--- src/rtl/ext_irq_sense_pkg.sv ---
package ext_irq_sense_pkg;
  typedef enum logic [1:0] {
    SENSE_LOW  = 2'd0,
    SENSE_FALL = 2'd1,
    SENSE_RISE = 2'd2,
    SENSE_BOTH = 2'd3
  } sense_e;

  localparam int unsigned MODE_W = 2;
endpackage

--- src/rtl/ext_irq_sync.sv ---
module ext_irq_sync #(
  parameter int unsigned WIDTH = 16,
  parameter logic        RST_VAL = 1'b1
) (
  input  logic             clk,
  input  logic             rst_n,
  input  logic [WIDTH-1:0] d,
  output logic [WIDTH-1:0] q
);
  logic [WIDTH-1:0] stage1;

  always_ff @(posedge clk or negedge rst_n) begin
    if (!rst_n) begin
      stage1 <= {WIDTH{RST_VAL}};
      q      <= {WIDTH{RST_VAL}};
    end else begin
      stage1 <= d;
      q      <= stage1;
    end
  end
endmodule

--- src/rtl/ext_irq_chan.sv ---
module ext_irq_chan
  import ext_irq_sense_pkg::*;
(
  input  logic              clk,
  input  logic              rst_n,
  input  logic              s_in,
  input  logic [MODE_W-1:0] mode,
  input  logic              mode_wr,
  input  logic [MODE_W-1:0] mode_new,
  input  logic              clr,
  output logic              flag
);
  logic   prev;
  logic   rise, fall, edge_hit, edge_mode;
  logic   flag_nxt;
  sense_e sense;

  assign sense     = sense_e'(mode);
  assign edge_mode = (sense != SENSE_LOW);
  assign rise      = s_in & ~prev;
  assign fall      = ~s_in & prev;

  always_comb begin
    unique case (sense)
      SENSE_FALL: edge_hit = fall;
      SENSE_RISE: edge_hit = rise;
      SENSE_BOTH: edge_hit = rise | fall;
      default:    edge_hit = 1'b0;
    endcase
  end

  always_comb begin
    if (mode_wr && (mode_new != mode))
      flag_nxt = 1'b0;
    else if (!edge_mode)
      flag_nxt = ~s_in;
    else
      flag_nxt = (edge_hit & ~mode_wr) | (flag & ~clr);
  end

  always_ff @(posedge clk or negedge rst_n) begin
    if (!rst_n) begin
      prev <= 1'b1;
      flag <= 1'b0;
    end else begin
      prev <= s_in;
      flag <= flag_nxt;
    end
  end

  assert_edge_hold_R4: assert property (@(posedge clk) disable iff (!rst_n)
    (edge_mode && flag && !clr && !mode_wr) |=> flag);

  assert_edge_clear_R5: assert property (@(posedge clk) disable iff (!rst_n)
    (edge_mode && clr && !edge_hit && !mode_wr) |=> !flag);

  assert_edge_wins_R7: assert property (@(posedge clk) disable iff (!rst_n)
    (edge_mode && edge_hit && clr && !mode_wr) |=> flag);

  assert_level_no_clear_R6: assert property (@(posedge clk) disable iff (!rst_n)
    (!edge_mode && clr && !s_in && !mode_wr) |=> flag);
endmodule

--- src/rtl/ext_irq_sense.sv ---
module ext_irq_sense
  import ext_irq_sense_pkg::*;
#(
  parameter int unsigned N_PINS   = 16,
  parameter int unsigned ADDR_W   = 8,
  parameter int unsigned DATA_W   = 32,
  parameter int unsigned STAT_OFS = 'h10,
  parameter int unsigned CLR_OFS  = 'h14,
  parameter int unsigned TYPE_OFS = 'h18
) (
  input  logic              clk,
  input  logic              rst_n,
  input  logic [N_PINS-1:0] irq_pin,
  input  logic [ADDR_W-1:0] bus_addr,
  input  logic              bus_wr,
  input  logic [DATA_W-1:0] bus_wdata,
  output logic [DATA_W-1:0] bus_rdata,
  output logic [N_PINS-1:0] irq_out
);
  localparam int unsigned TYPE_W = N_PINS * MODE_W;

  logic [N_PINS-1:0] pin_s;
  logic [N_PINS-1:0] flags;
  logic [TYPE_W-1:0] type_q;
  logic              type_wr, clr_wr;

  assign type_wr = bus_wr && (bus_addr == ADDR_W'(TYPE_OFS));
  assign clr_wr  = bus_wr && (bus_addr == ADDR_W'(CLR_OFS));

  ext_irq_sync #(.WIDTH(N_PINS), .RST_VAL(1'b1)) u_sync (
    .clk   (clk),
    .rst_n (rst_n),
    .d     (irq_pin),
    .q     (pin_s)
  );

  always_ff @(posedge clk or negedge rst_n) begin
    if (!rst_n)
      type_q <= '0;
    else if (type_wr)
      type_q <= bus_wdata[TYPE_W-1:0];
  end

  for (genvar n = 0; n < N_PINS; n++) begin : g_chan
    ext_irq_chan u_chan (
      .clk      (clk),
      .rst_n    (rst_n),
      .s_in     (pin_s[n]),
      .mode     (type_q[MODE_W*n +: MODE_W]),
      .mode_wr  (type_wr),
      .mode_new (bus_wdata[MODE_W*n +: MODE_W]),
      .clr      (clr_wr & bus_wdata[n]),
      .flag     (flags[n])
    );
  end

  assign irq_out = flags;

  always_comb begin
    bus_rdata = '0;
    if (bus_addr == ADDR_W'(STAT_OFS))
      bus_rdata[N_PINS-1:0] = flags;
    else if (bus_addr == ADDR_W'(TYPE_OFS))
      bus_rdata[TYPE_W-1:0] = type_q;
  end

  assert_type_load_R2: assert property (@(posedge clk) disable iff (!rst_n)
    type_wr |=> type_q == $past(bus_wdata[TYPE_W-1:0]));
endmodule

--- config.mk ---
export PLATFORM = sky130hd
export DESIGN_NAME = ext_irq_sense
export DESIGN_NICKNAME = d
export VERILOG_FILES = /design/src/rtl/ext_irq_sense_pkg.sv /design/src/rtl/ext_irq_sync.sv /design/src/rtl/ext_irq_chan.sv /design/src/rtl/ext_irq_sense.sv
export SDC_FILE = /design/constraint.sdc
export NUM_CORES = 1
export LEC_CHECK = 0
export CORE_MARGIN = 2
export CORE_UTILIZATION = 52
export CTS_CLUSTER_DIAMETER = 30
export CTS_CLUSTER_SIZE = 16
export DETAILED_ROUTE_END_ITERATION = 7
export GPL_TIMING_DRIVEN = 0
export PLACE_DENSITY_LB_ADDON = 0.05
export SYNTH_ARGS = -nofsm -noshare
export SYNTH_HDL_FRONTEND = slang
export SYNTH_HIERARCHICAL = 1
export SYNTH_SLANG_ARGS = --single-unit
--- constraint.sdc ---
create_clock -name clk -period 4.4 [get_ports clk]
set_input_delay 1.32 -clock clk [delete_from_list [all_inputs] [get_ports clk]]
set_output_delay 1.32 -clock clk [all_outputs]
set_load 0.01 [all_outputs]
==> results.toml <==
[worst_setup_path]
start_kind = "input pin"
path_class = "input pin to output pin"
critical_path.cell_chain = "dlygate4sd2_1, or4b_4, or3_4, bufbuf_16, nor2_4, buf_6"
rr_startpoint = "u_sync/q[3]$_DFF_PN1_"
crit_start = "bus_addr[1]"
cp-endpoint = "bus_rdata[10]"
crit_family = "simple AND/OR/NAND/NOR gates"
crit_arrival_ps = 3030
crit_fanout = 6
cp.depth = 6
end_kind = "output pin"
ff2ff_path_depth = 5
cpMaxStageDelayCell = "or4b_4"
worstPathRequired_ps = 3080
worst-path-buf-inv = 3
max_stage_delay_ps = 500
rrSetupSlack_ps = 2720
r2r-end = "g_chan[3].u_chan/flag$_DFF_PN0_"

[routing]
detail-route-antenna-nets = 0
drc = 0
vias = 3775
totalWireLength_um = 11500
firstDrtPassIters = 4
drt_iter0_markers = 135
vias_per_cell = 5.27
routedWlPerCell_um = 16.1

[floorplan]
io-pin-count = 107
die_area_mm2 = 0.0108
die_h_um = 104
die_x_um = 104
fp-row-count = 36
core_area_mm2 = 0.00973
start_util_pct = 53.2

[sta]
worstMarginPinSlew_ps = 1060
max-slew-margin-rel_pct = 29.4
whs_ps = 358
fmax_mhz = 230
setup_viol = 0
hold_viol_final = 0
fin_crit_ps = 4350
slew_violations = 0
fin_skew_ps = 9.78
min_period_over_period_pct = 98.8

[synthesis]
syn_area_mm2 = 0.00518
synth_cells = 452
synth_top_area_share_pct = 24.3
synth.distinct_cells = 32
synthTopCellsByArea = "dfstp_2 (24%), dfrtp_1 (23%), ha_1 (7.7%), mux2_2 (7.0%), or2b_1 (4.6%)"
synth-edff-count = 0
avgSynthCellArea_um2 = 11.5
synth_warnings = 6
synthArstFlopShare_pct = 100
yosysSeqAreaShare_pct = 47.5
synthTopCellsByCount = "dfrtp_1 (48), dfstp_2 (48), inv_1 (48), nor2_1 (33)"
synth_fp_nets = 543
synth_top_area_cell = "dfstp_2"
synth-main-ff-cell = "dfstp_2"
ys_seq_elements = 96

[grt]
antenna_found_initial = 0
grt.total_usage_pct = 22.1
grt_pass1_vias = 3826
grt_pass1_wl_um = 19100
grt_start_max_net_pins = 58
grt_overflow = 0

[power]
ir_drop_uv = 161
p_seq_share_pct = 57.1
power_frac_comb_pct = 14.6
p_switching_uw = 448
p_int_mw = 1.30
powerDensity_mw_per_mm2 = 261
p_clk_share_pct = 28.3
switching_share_pct = 25.6
p_leak_nw = 3.31

[run]
maxCapViolCount = 0

[placed_design]
gp_congestion = 0.786
hpwlAfterDp_um = 7860
dpl_cell_area_mm2 = 0.00642
portBuffers = 105

[clock_network]
cts_root_buf = "clkbuf_8"
cts-htree-levels = 3
cts_tree = "built"
cts_max_path_buffers = 2
cts.sinks = 96
cts_made_buffers = 9
insertion_delay_ps = 360
path_clk_slew_ps = 80

[layout]
area_growth_pct = 29.1
stdcell_area_mm2 = 0.00669
fill_cells = 806
num-nets-final = 669
fin_util_pct = 68.8
n_antenna_cell = 0
drive_gt1_share_pct = 24.4

[run_status]
status = "finished, final reports clean"

[worst_hold_path]
hold_class = "flop to flop"
cell type report:
class / count / area, um2 / area share [%]
Tap cell: 133 / 166 / 2.49
Timing Repair Buffer: 116 / 1110 / 16.7
Clock buffer: 11 / 131 / 1.96
Inverter: 49 / 184 / 2.75
Sequential cell: 96 / 2460 / 36.8
Multi-Input combinational cell: 297 / 2530 / 37.9
Clock inverter: 5 / 25.0 / 0.374
Buffer: 9 / 70.1 / 1.05
kinds of logic after synthesis:
group / after synthesis / share of synthesized area (%)
flops: 96 / 47.5
mux: 48 / 10.0
compound gates: 80 / 12.4
fa+ha+maj: 32 / 7.73
buf+inv: 59 / 4.61
simple gates: 121 / 15.0
xor+xnor: 16 / 2.71
repair_timing:
action / CTS / global route
endpoints found under the setup margin: 32 / 14
cloned: 2 / 0
hold buffers: 0 / 0
gates resized for setup: 87 / 11
hold endpoints to repair: 0 / 0
pin swaps: 4 / 0
setup buffers: 8 / 0
through the flow:
stage               worst slack, ps  instances  TNS (ps)  power [mW]
CTS                            1.85        717         0        1.77
global placement              -1540        690   -107860        1.25
finish                         51.6        716         0        1.75
detailed placement             -686        691    -16280        1.26
floorplan                       409        452         0        1.12
global route                 -0.343        716    -0.343        1.85
placed cells by master, fill, tap and decap left out, types with 2 or more instances in the layout:
| master | count |
|---|---|
| a2bb2oi_1 | 16 |
| a311oi_1 | 16 |
| and2_1 | 16 |
| and2b_1 | 16 |
| and3_1 | 15 |
| buf_2 | 11 |
| buf_4 | 10 |
| buf_6 | 2 |
| clkbuf_1 | 2 |
| clkbuf_2 | 4 |
| clkbuf_8 | 10 |
| clkdlybuf4s50_1 | 67 |
| clkinv_2 | 5 |
| dfrtp_1 | 48 |
| dfstp_2 | 48 |
| dlygate4sd2_1 | 20 |
| dlymetal6s2s_1 | 4 |
| ha_1 | 32 |
| inv_1 | 48 |
| mux2_2 | 32 |
| mux2i_1 | 16 |
| nand2_1 | 2 |
| nor2_1 | 25 |
| nor2_2 | 4 |
| nor2_4 | 4 |
| nor4b_4 | 2 |
| o21ai_0 | 16 |
| o221a_1 | 16 |
| o22ai_1 | 16 |
| or2b_1 | 32 |
| xor2_1 | 16 |
flip-flops by register name (all words and copies together), names as in the netlist:
name	flops
g_chan.u_chan/prev	16
u_sync/q	16
type_q	32
u_sync/stage1	16
g_chan.u_chan/flag	16
worst min path at each step:
| stage | from | end | slack [ps] | depth (start not counted) |
|---|---|---|---|---|
| finish | u_sync/stage1[15]$_DFF_PN1_ | u_sync/q[15]$_DFF_PN1_ | 360 | 0 |
| global route | u_sync/stage1[6]$_DFF_PN1_ | u_sync/q[6]$_DFF_PN1_ | 360 | 0 |
| detailed placement | u_sync/stage1[1]$_DFF_PN1_ | u_sync/q[1]$_DFF_PN1_ | 350 | 0 |
| CTS | u_sync/stage1[10]$_DFF_PN1_ | u_sync/q[10]$_DFF_PN1_ | 360 | 0 |
| floorplan | u_sync/stage1[0]$_DFF_PN1_ | u_sync/q[0]$_DFF_PN1_ | 350 | 0 |
| global placement | u_sync/stage1[6]$_DFF_PN1_ | u_sync/q[6]$_DFF_PN1_ | 350 | 0 |
layer usage:
layer | part of all wire, % | GRT usage, % | up-vias
met3 | 5.5 | 5.10 | 9
li1 | - | - | 1831
met1 | 46 | 30.0 | 1856
met5 | 0 | 0 | -
met4 | 1.0 | 5.98 | 0
met2 | 47 | 35.8 | 79
power by group through the flow:
stage | clock [mW] | sequential (mW) | combinational (mW)
finish | 0.495 | 0.998 | 0.255
CTS | 0.510 | 0.998 | 0.258
global placement | 0 | 1.01 | 0.240
global route | 0.555 | 1.01 | 0.284
detailed placement | 0 | 1.01 | 0.251
floorplan | 0 | 1.01 | 0.118
Power figures use the tool's default switching activity.
